### config.mk
export PLATFORM = sky130hd
export DESIGN_NAME = rd_cpl_reorder
export DESIGN_NICKNAME = d
export VERILOG_FILES = /design/src/rtl/rcr_pkg.sv /design/src/rtl/rcr_tag_alloc.sv /design/src/rtl/rcr_slot_store.sv /design/src/rtl/rcr_drain_fsm.sv /design/src/rtl/rcr_wr_credit.sv /design/src/rtl/rd_cpl_reorder.sv
export SDC_FILE = /design/constraint.sdc
export NUM_CORES = 1
export LEC_CHECK = 0
export ABC_AREA = 1
export BUFFER_PORTS_ARGS = -buffer_cell sky130_fd_sc_hd__clkbuf_2
export CAP_MARGIN = 25
export CORE_ASPECT_RATIO = 0.5
export CORE_MARGIN = 4
export CORE_UTILIZATION = 35
export CTS_CLUSTER_DIAMETER = 30
export DETAILED_ROUTE_END_ITERATION = 8
export MAX_ROUTING_LAYER = met4
export PLACE_DENSITY = 0.6
export SLEW_MARGIN = 10
export SYNTH_ARGS = -nofsm -noshare
export SYNTH_HDL_FRONTEND = slang
export SYNTH_SLANG_ARGS = --single-unit
### constraint.sdc
create_clock -name clk -period 4 [get_ports clk]
set_input_delay 0.2 -clock clk [delete_from_list [all_inputs] [get_ports clk]]
set_output_delay 0.2 -clock clk [all_outputs]
set_load 0.02 [all_outputs]
### src/rtl/rcr_pkg.sv
package rcr_pkg;

    typedef enum logic [0:0] {
        DR_HOLD   = 1'b0,
        DR_STREAM = 1'b1
    } drain_state_t;

endpackage

### src/rtl/rcr_tag_alloc.sv
module rcr_tag_alloc #(
    parameter int NUM_TAGS = 8,
    localparam int TAG_W = $clog2(NUM_TAGS)
) (
    input  logic                clk,
    input  logic                rst_n,
    input  logic                req_valid,
    output logic                req_ready,
    output logic [TAG_W-1:0]    req_tag,
    output logic                alloc_fire,
    output logic [NUM_TAGS-1:0] busy,
    input  logic                free_valid,
    input  logic [TAG_W-1:0]    free_tag
);

    logic [TAG_W-1:0] tail_q;

    assign req_tag    = tail_q;
    assign req_ready  = !busy[tail_q];
    assign alloc_fire = req_valid && req_ready;

    always_ff @(posedge clk) begin
        if (!rst_n) begin
            tail_q <= '0;
            busy   <= '0;
        end else begin
            if (free_valid) begin
                busy[free_tag] <= 1'b0;
            end
            if (alloc_fire) begin
                busy[tail_q] <= 1'b1;
                tail_q       <= tail_q + 1'b1;
            end
        end
    end

    AST_FULL_POOL_STALLS: assert property (@(posedge clk) disable iff (!rst_n)
        ($countones(busy) == NUM_TAGS) |-> !req_ready);

    AST_TAG_ROUND_ROBIN: assert property (@(posedge clk) disable iff (!rst_n)
        alloc_fire |=> (req_tag == TAG_W'($past(req_tag) + 1'b1)));

endmodule

### src/rtl/rcr_slot_store.sv
module rcr_slot_store #(
    parameter int NUM_TAGS = 8,
    parameter int BEATS    = 4,
    parameter int DATA_W   = 32,
    localparam int TAG_W  = $clog2(NUM_TAGS),
    localparam int BEAT_W = $clog2(BEATS),
    localparam int DEPTH  = NUM_TAGS * BEATS
) (
    input  logic                clk,
    input  logic                rst_n,
    input  logic [NUM_TAGS-1:0] busy,
    input  logic                alloc_fire,
    input  logic [TAG_W-1:0]    alloc_tag,
    input  logic                free_valid,
    input  logic [TAG_W-1:0]    free_tag,
    input  logic                cpl_valid,
    input  logic [TAG_W-1:0]    cpl_tag,
    input  logic [DATA_W-1:0]   cpl_data,
    input  logic                cpl_last,
    input  logic [TAG_W-1:0]    rd_tag,
    input  logic [BEAT_W-1:0]   rd_beat,
    output logic [DATA_W-1:0]   rd_data,
    output logic [NUM_TAGS-1:0] slot_done,
    output logic                cpl_err
);

    logic [DATA_W-1:0] mem [DEPTH];
    logic [BEAT_W-1:0] fill_q [NUM_TAGS];
    logic              cpl_ok;
    logic              cpl_bad;

    assign cpl_ok  = cpl_valid && busy[cpl_tag] && !slot_done[cpl_tag];
    assign cpl_bad = cpl_valid && !cpl_ok;
    assign rd_data = mem[{rd_tag, rd_beat}];

    always_ff @(posedge clk) begin
        if (cpl_ok) begin
            mem[{cpl_tag, fill_q[cpl_tag]}] <= cpl_data;
        end
    end

    always_ff @(posedge clk) begin
        if (!rst_n) begin
            slot_done <= '0;
            cpl_err   <= 1'b0;
            for (int i = 0; i < NUM_TAGS; i++) begin
                fill_q[i] <= '0;
            end
        end else begin
            if (alloc_fire) begin
                slot_done[alloc_tag] <= 1'b0;
                fill_q[alloc_tag]    <= '0;
            end
            if (free_valid) begin
                slot_done[free_tag] <= 1'b0;
            end
            if (cpl_ok) begin
                fill_q[cpl_tag] <= fill_q[cpl_tag] + 1'b1;
                if (cpl_last) begin
                    slot_done[cpl_tag] <= 1'b1;
                end
            end
            if (cpl_bad) begin
                cpl_err <= 1'b1;
            end
        end
    end

    AST_ERR_STICKY: assert property (@(posedge clk) disable iff (!rst_n)
        cpl_err |=> cpl_err);

    AST_STRAY_FLAGGED: assert property (@(posedge clk) disable iff (!rst_n)
        (cpl_valid && !busy[cpl_tag]) |=> cpl_err);

    AST_LAST_MARKS_DONE: assert property (@(posedge clk) disable iff (!rst_n)
        (cpl_ok && cpl_last) |=> slot_done[$past(cpl_tag)]);

endmodule

### src/rtl/rcr_drain_fsm.sv
module rcr_drain_fsm
    import rcr_pkg::*;
#(
    parameter int NUM_TAGS = 8,
    parameter int BEATS    = 4,
    localparam int TAG_W  = $clog2(NUM_TAGS),
    localparam int BEAT_W = $clog2(BEATS),
    localparam logic [BEAT_W-1:0] LAST_BEAT = BEAT_W'(BEATS - 1)
) (
    input  logic                clk,
    input  logic                rst_n,
    input  logic [NUM_TAGS-1:0] slot_done,
    input  logic                out_ready,
    output logic                out_valid,
    output logic [TAG_W-1:0]    head_tag,
    output logic [BEAT_W-1:0]   beat_idx,
    output logic                free_valid,
    output logic [TAG_W-1:0]    free_tag
);

    drain_state_t      state_q, state_d;
    logic [TAG_W-1:0]  head_q;
    logic [BEAT_W-1:0] beat_q;
    logic              take;

    always_comb begin
        state_d = state_q;
        unique case (state_q)
            DR_HOLD: begin
                if (slot_done[head_q]) begin
                    state_d = DR_STREAM;
                end
            end
            DR_STREAM: begin
                if (out_ready && (beat_q == LAST_BEAT)) begin
                    state_d = DR_HOLD;
                end
            end
        endcase
    end

    always_comb begin
        out_valid  = (state_q == DR_STREAM);
        take       = out_valid && out_ready;
        free_valid = take && (beat_q == LAST_BEAT);
        free_tag   = head_q;
        head_tag   = head_q;
        beat_idx   = beat_q;
    end

    always_ff @(posedge clk) begin
        if (!rst_n) begin
            state_q <= DR_HOLD;
            head_q  <= '0;
            beat_q  <= '0;
        end else begin
            state_q <= state_d;
            if (take) begin
                beat_q <= beat_q + 1'b1;
            end
            if (free_valid) begin
                head_q <= head_q + 1'b1;
            end
        end
    end

    AST_STREAM_ONLY_DONE: assert property (@(posedge clk) disable iff (!rst_n)
        out_valid |-> slot_done[head_tag]);

    AST_HOLD_UNDER_STALL: assert property (@(posedge clk) disable iff (!rst_n)
        (out_valid && !out_ready) |=> (out_valid && $stable(head_tag) && $stable(beat_idx)));

endmodule

### src/rtl/rcr_wr_credit.sv
module rcr_wr_credit #(
    parameter int MAX_WR = 8,
    localparam int CNT_W = $clog2(MAX_WR + 1)
) (
    input  logic clk,
    input  logic rst_n,
    input  logic wr_valid,
    output logic wr_ready,
    input  logic wr_done
);

    localparam logic [CNT_W-1:0] CAP = CNT_W'(MAX_WR);

    logic [CNT_W-1:0] cnt_q;
    logic             inc;
    logic             dec;

    assign wr_ready = (cnt_q != CAP);
    assign inc      = wr_valid && wr_ready;
    assign dec      = wr_done && (cnt_q != '0);

    always_ff @(posedge clk) begin
        if (!rst_n) begin
            cnt_q <= '0;
        end else if (inc && !dec) begin
            cnt_q <= cnt_q + 1'b1;
        end else if (dec && !inc) begin
            cnt_q <= cnt_q - 1'b1;
        end
    end

    AST_WR_SATURATES: assert property (@(posedge clk) disable iff (!rst_n)
        (cnt_q == CAP && !wr_done) |=> (cnt_q == CAP));

    AST_WR_NO_UNDERFLOW: assert property (@(posedge clk) disable iff (!rst_n)
        (cnt_q == '0 && !wr_valid) |=> (cnt_q == '0));

endmodule

### src/rtl/rd_cpl_reorder.sv
module rd_cpl_reorder #(
    parameter int NUM_TAGS = 8,
    parameter int BEATS    = 4,
    parameter int DATA_W   = 32,
    parameter int MAX_WR   = 8,
    localparam int TAG_W  = $clog2(NUM_TAGS),
    localparam int BEAT_W = $clog2(BEATS)
) (
    input  logic              clk,
    input  logic              rst_n,
    input  logic              rd_req_valid,
    output logic              rd_req_ready,
    output logic [TAG_W-1:0]  rd_req_tag,
    input  logic              wr_req_valid,
    output logic              wr_req_ready,
    input  logic              wr_req_done,
    input  logic              cpl_valid,
    input  logic [TAG_W-1:0]  cpl_tag,
    input  logic [DATA_W-1:0] cpl_data,
    input  logic              cpl_last,
    output logic              out_valid,
    input  logic              out_ready,
    output logic [DATA_W-1:0] out_data,
    output logic              cpl_err
);

    logic                alloc_fire;
    logic [NUM_TAGS-1:0] busy;
    logic [NUM_TAGS-1:0] slot_done;
    logic                free_valid;
    logic [TAG_W-1:0]    free_tag;
    logic [TAG_W-1:0]    head_tag;
    logic [BEAT_W-1:0]   beat_idx;

    rcr_tag_alloc #(.NUM_TAGS(NUM_TAGS)) u_alloc (
        .clk        (clk),
        .rst_n      (rst_n),
        .req_valid  (rd_req_valid),
        .req_ready  (rd_req_ready),
        .req_tag    (rd_req_tag),
        .alloc_fire (alloc_fire),
        .busy       (busy),
        .free_valid (free_valid),
        .free_tag   (free_tag)
    );

    rcr_slot_store #(
        .NUM_TAGS (NUM_TAGS),
        .BEATS    (BEATS),
        .DATA_W   (DATA_W)
    ) u_store (
        .clk        (clk),
        .rst_n      (rst_n),
        .busy       (busy),
        .alloc_fire (alloc_fire),
        .alloc_tag  (rd_req_tag),
        .free_valid (free_valid),
        .free_tag   (free_tag),
        .cpl_valid  (cpl_valid),
        .cpl_tag    (cpl_tag),
        .cpl_data   (cpl_data),
        .cpl_last   (cpl_last),
        .rd_tag     (head_tag),
        .rd_beat    (beat_idx),
        .rd_data    (out_data),
        .slot_done  (slot_done),
        .cpl_err    (cpl_err)
    );

    rcr_drain_fsm #(
        .NUM_TAGS (NUM_TAGS),
        .BEATS    (BEATS)
    ) u_drain (
        .clk        (clk),
        .rst_n      (rst_n),
        .slot_done  (slot_done),
        .out_ready  (out_ready),
        .out_valid  (out_valid),
        .head_tag   (head_tag),
        .beat_idx   (beat_idx),
        .free_valid (free_valid),
        .free_tag   (free_tag)
    );

    rcr_wr_credit #(.MAX_WR(MAX_WR)) u_wr (
        .clk      (clk),
        .rst_n    (rst_n),
        .wr_valid (wr_req_valid),
        .wr_ready (wr_req_ready),
        .wr_done  (wr_req_done)
    );

    AST_FREE_ONLY_LIVE: assert property (@(posedge clk) disable iff (!rst_n)
        free_valid |-> busy[free_tag]);

    AST_DATA_HELD: assert property (@(posedge clk) disable iff (!rst_n)
        (out_valid && !out_ready) |=> $stable(out_data));

endmodule

==> impl_results.md, run 1 <==
- Maximum vdd drop: 0.334 mV
- DR iter-0 viols: 3,050
- Row count: 90
- Drt pass-1 iters: 6
- CP Class: flop to output port
- Most frequent cells in the layout: edfxtp_1, nor2_1, nand2_1
- Later-pin clock latency in the skew report: 0.74 ns
- Die Ht: 256 µm
- Worst Setup End Kind: output port
- Crit path required time: 3.80 ns
- # port buffers: 81
- Netlist cell types: 42
- # setup viols final: 0
- Slew margin rel.: 29.0%
- Flip-flop and latch count after synthesis: 1,070
- Post-Syn Nets: 3,642
- Outcome: finished clean
- Pins Over Slew Limit: 0
- WHS Path Cells: 5
- Tcrit/Tclk final: 89.1%
- Post-synth EDFFs: 1,040
- Hold crit path type: input port to flop
- CP Launch Type: flop
- Chip Width: 504 µm
- Setup tns final: 0 ns
- Mean post-synth cell area: 12.0 µm²
- Post-route ant nets: 0
- Register area share after synthesis: 73.9%
- Final cell count without fillers: 5,425
- First-pass GRT wire length: 175,000 µm
- Largest net degree at the start of global routing: 170
- Fill cell count: 11,004
- Clock Path Buffers: 3
- Dpl hpwl: 68,700 µm
- Core Area: 0.121 mm²
- RSZ-0062 raised after global routing: no
- Commonest non-fill, non-tap cell in the layout: edfxtp_1
- Routed WL: 118,000 µm
- Via count: 28,225
- Maximum clock rate: 0.281 GHz
- Gr ovfl total: 0
- Antenna violations before repair: 1
- Synthesized instance count: 3,588
- Worst-Margin Slew: 1.06 ns
- Die footprint: 0.129 mm²
- IO Count: 82
- Post-CTS Setup Repair Bufs: 0
- Syn-to-layout area delta: 18.4%
- Number of H-tree levels: 4
- Vias per inst: 5.20
- Routed len/inst: 21.8 µm
- Ys flop type: edfxtp_1
- Pwr Density: 523 mW/mm²
- CTS sink cnt: 1,070
- TritonCTS clock tree: done
- CTS clk-pin slew, worst paths: 0.05 ns
- NumNets Final: 3,746
- Share of cells above drive strength 1: 12.1%
- Critical path peak fanout: 169
- Worst setup skew after layout: 0.0229 ns
- Vias in the first global route: 27,261
- Gpl congestion: 0.845
- Leak: 0.0178 µW
- Post-Syn Area: 0.0431 mm²
- Synth Warn #: 0
- Max-Cap Viols: 0
- Antenna diodes: 0
- Number of buffers created by CTS: 156
- Initial Util: 35.5%
- Register-to-Register Path Depth: 9
- DRC violations left: 0
- Final hold violation count: 0
- Async set-reset flop share out of synthesis: 0%
- Critical Path AT: 3.36 ns
- Placed Cells: 5,137
- Clock root cell: clkbuf_16
- GRT Util Overall: 18.3%
- Final min period: 3.56 ns
[through the flow]
stage | instance area, µm² | hold slack, ns | util [%] | power (µW) | setup WS [ns]
finish | 51000 | 0.0891 | 42.0 | 26700 | 0.436
global route | 51000 | 0.121 | 42.0 | 27500 | 0.248
CTS | 51000 | 0.0411 | 42.0 | 26800 | 0.400
detailed placement | 45700 | 0.450 | 37.6 | 13200 | 0.825
global placement | 45700 | 0.437 | 37.6 | 13200 | 0.864
floorplan | 43100 | 0.299 | - | 12900 | 0.702
[flip-flops by register name, summed over array words and instances (netlist names)]
register,cells
u_alloc.busy,8
u_alloc.req_tag,3
u_drain.beat_idx,2
u_drain.free_tag,3
u_drain.out_valid,1
u_store.cpl_err,1
u_store.fill_q,16
u_store.mem,1024
u_store.slot_done,8
u_wr.cnt_q,4
[metal layers]
layer	GRT usage [%]	routed length, µm	vias to the layer above
met5	-	0	-
met4	6.50	3400	0
met3	3.19	8520	186
met2	29.0	56400	1137
met1	23.9	50000	13937
li1	-	-	12965
[synthesized netlist by cell type (7+ instances only)]
cell type	count	area share (%)
nand2_1	561	4.9
buf_4	11	0.19
o21ai_1	15	0.17
buf_6	7	0.18
nand4_1	25	0.36
dfxtp_1	30	1.4
a21oi_1	31	0.36
buf_2	66	0.77
inv_1	68	0.59
clkbuf_1	100	0.87
edfxtp_1	1040	73
nand3_1	40	0.46
o21ai_0	525	6.1
ha_1	10	0.29
buf_1	22	0.19
o22ai_1	150	2.2
nor2_2	13	0.19
nor2_1	830	7.2
[cell families after synthesis]
logic type / synth area share (%)
simple gates: 13.8
flops: 73.9
compound gates: 8.97
buf+inv: 2.91
fa+ha+maj: 0.337
xor+xnor: 0.0813
[final timing paths]
path,start,endpoint,slack [ns]
setup / recovery,u_drain.beat_idx[0]$_SDFFE_PN0P_,out_data[31],0.44
hold / removal,wr_req_valid,u_wr.cnt_q[2]$_SDFFE_PN0P_,0.09
setup reg to reg,u_store.fill_q[4][1]$_SDFFCE_PN0P_,u_store.mem[21][28]$_DFFE_PP_,1.41
hold reg to reg,u_store.cpl_err$_SDFFE_PN0P_,u_store.cpl_err$_SDFFE_PN0P_,0.45
[where the power goes]
part           total (µW)  internal [µW]  switching [µW]
logic                 616            144             472
registers           12400          12300            48.1
clock network       13700           8580            5100
[timing repair]
item,CTS,global route
gates resized for setup,0,0
hold endpoints to repair,21,0
hold buffers,7,0
[critical path, cell delays in order (launching register included)]
cell and delay, ns:
dfxtp_4 0.47, inv_12 0.54, buf_4 0.47, o21ai_0 0.13, o21ai_1 0.23, a21oi_1 0.18
nand2_1 0.26, clkbuf_2 0.21
[layout make-up]
| class | count | area (µm²) | area share (%) |
|---|---|---|---|
| clock buffer | 177 | 4130 | 8.10 |
| clock inverter | 104 | 1120 | 2.21 |
| inverter | 77 | 322 | 0.630 |
| multi-input combinational | 2235 | 10200 | 20.0 |
| sequential | 1070 | 31800 | 62.4 |
| tap | 1610 | 2010 | 3.95 |
| timing repair buffer | 152 | 1370 | 2.68 |
(Power assumes the default switching activity.)
==> inputs of run 2 (changes only) <==
Settings changed: ABC_AREA 1 to not set.
==> run 2 against run 1 <==
Effect of this change:
- final cell count down 31%
- global-route usage is 1.8 points lower
- area after synthesis fell by 5.5%
- routed wire length decreased by 17%
- first-iteration DRC count shrank 26%
- hold slack worse by 0.016 ns
- setup slack improved by 0.060 ns
- clock-buffer cell count fell by 9
- fmax grew 1.7%
- combinational power decreased by 2%
- critical path depth is 1 lower
- critical endpoint is now out_data[23]
- largest cell class unchanged
==> impl_results.md, run 2 <==
- Outcome: finished clean
- Max-Cap Viols: 0
- Worst setup skew after layout: 0.0235 ns
- Later-pin clock latency in the skew report: 0.74 ns
- Post-Syn Area: 0.0407 mm²
- Flip-flop and latch count after synthesis: 1,070
- FF+latch area: 0.0318 mm²
- Fin worst setup slack: 0.496 ns
- Post-synth EDFFs: 1,040
- TritonCTS clock tree: done
- Post-route ant nets: 0
- Maximum clock rate: 0.285 GHz
- # port buffers: 81
- Drt pass-1 iters: 6
- Maximum vdd drop: 0.368 mV
- Critical Path AT: 3.30 ns
- Async set-reset flop share out of synthesis: 0%
- Netlist cell types: 54
- Vias per inst: 5.47
- Share of cells above drive strength 1: 33.7%
- Initial Util: 35.3%
- Multi-input logic area: 0.00867 mm²
- Via count: 20,363
- Hold crit path type: input port to flop
- Worst-Margin Slew: 1.00 ns
- CP Cell Sequence: buf_12 > buf_4 > mux4_2 > a22oi_1 > nand4_1 > clkbuf_2
- Largest net degree at the start of global routing: 66
- Vias in the first global route: 20,382
- IO Count: 82
- Row count: 88
- Routed len/inst: 26.4 µm
- Crit path required time: 3.80 ns
- Post-CTS Setup Repair Bufs: 0
- Post-Syn Nets: 1,892
- Pins Over Slew Limit: 0
- Die Ht: 249 µm
- Layout Utilization: 42.6%
- NumNets Final: 2,114
- Synth Warn #: 0
- Dpl hpwl: 56,300 µm
- Hold_sp: wr_req_done
- Total power: 26,700 µW
- Final hold violation count: 0
- DR iter-0 viols: 2,264
- Max reg flops: 1,024
- Yosys top cell by area: edfxtp_1
- Ys flop type: edfxtp_1
- Synth top area cells: edfxtp_1, mux4_2, a22oi_1
- Die footprint: 0.122 mm²
- Number of buffers created by CTS: 154
- Worst Setup End Kind: output port
- DRC violations left: 0
- Mean post-synth cell area: 22.1 µm²
- Slew margin rel.: 33.2%
- Pwr Density: 543 mW/mm²
- Most frequent cells in the layout: edfxtp_1, mux4_2, clkbuf_16
- Slowest stage cell, crit path: dfxtp_4
- Fill cell count: 9,715
- Most numerous cell in the Yosys netlist: edfxtp_1
- Final min period: 3.50 ns
- Placed Cells: 3,430
- Routed WL: 98,100 µm
- CTS resizes: 0
- CTS clk-pin slew, worst paths: 0.05 ns
- Gr ovfl total: 0
- Critical path peak fanout: 21
- Tcrit/Tclk final: 87.6%
- Core Area: 0.115 mm²
- Post-synth top area share: 76.8%
- # setup viols final: 0
- RSZ-0062 raised after global routing: no
- Gpl congestion: 0.835
- Syn-to-layout area delta: 20.6%
- Commonest non-fill, non-tap cell in the layout: edfxtp_1
- Register area share after synthesis: 78.2%
- Setup tns final: 0 ns
- Post-Place Worst Slack: 0.832 ns
- CP Launch Type: flop
- First-pass GRT wire length: 145,000 µm
- Synthesized instance count: 1,838
- Number of H-tree levels: 4
- Antenna violations before repair: 3
- Clock root cell: clkbuf_16
- Clock Path Buffers: 3
- Leak: 0.0151 µW
- Chip Width: 490 µm
- Final cell count without fillers: 3,721
- GRT Util Overall: 16.5%
- Worst path max stage delay: 0.63 ns
- Post-synth top cells: edfxtp_1, mux4_2, a22oi_1
- CP Class: flop to output port
- RR Startpoint: u_alloc.busy[1]$_SDFF_PN0_
- Setup crit start: u_drain.beat_idx[0]$_SDFFE_PN0P_
- CTS sink cnt: 1,070
[run 2: final timing paths]
path	endpoint	depth (start not counted)	slack, ns
worst max-delay path	out_data[23]	6	0.50
worst min-delay path	u_wr.cnt_q[2]$_SDFFE_PN0P_	5	0.07
worst max register to register	u_store.mem[2][21]$_DFFE_PP_	6	1.05
worst min register to register	u_store.slot_done[1]$_SDFF_PN0_	2	0.48
[run 2: where the power goes]
part           internal (µW)  leakage (µW)  switching [µW]
sequential             12400       0.00962            53.5
combinational            188       0.00292             414
clock                   8450       0.00257            5180
total                  21000        0.0151            5650
[run 2: logic make-up after synthesis]
group	count (synthesis)	synth area share [%]
compound gates	184	3.33
xor+xnor	8	0.172
fa+ha+maj	11	0.357
buf+inv	110	1.13
flops	1070	78.2
mux	265	14.4
simple gates	190	2.36
[run 2: per-layer routing]
layer | share of wire [%] | routed length [µm] | track usage [%]
met5 | 0 | 0 | -
met4 | 1.8 | 1810 | 4.16
met3 | 7.1 | 6970 | 3.22
met2 | 47 | 45900 | 24.6
met1 | 44 | 43400 | 23.4
[run 2: area by class of cell]
| class | instances | area share [%] |
|---|---|---|
| Inverter | 10 | 0.0765 |
| Tap cell | 1530 | 3.90 |
| Timing Repair Buffer | 166 | 2.66 |
| Clock buffer | 168 | 8.11 |
| Antenna cell | 1 | 0.00510 |
| Clock inverter | 118 | 2.72 |
| Sequential cell | 1070 | 64.9 |
| Multi-Input combinational cell | 658 | 17.7 |
[run 2: what timing repair did]
item,CTS,global route
setup endpoints to repair,0,0
hold buffers,4,0
endpoints found under the hold margin,14,0
[run 2: critical path, delay by kind of cell, from the launching register on]
| family | cells | cell delay [ns] |
|---|---|---|
| AOI/OAI and AO/OA | 1 | 0.41 |
| DFF | 1 | 0.63 |
| muxes | 1 | 0.54 |
| buffers and inverters | 3 | 0.76 |
| and+or+nand+nor | 1 | 0.23 |
[run 2: stage by stage]
step	area, µm²	hold WS (ns)
3_5_place_dp	43700	0.468
3_3_place_gp	43700	0.448
5_1_grt	49100	0.0629
2_1_floorplan	40700	0.299
6_report	49100	0.0733
4_1_cts	49100	0.00917
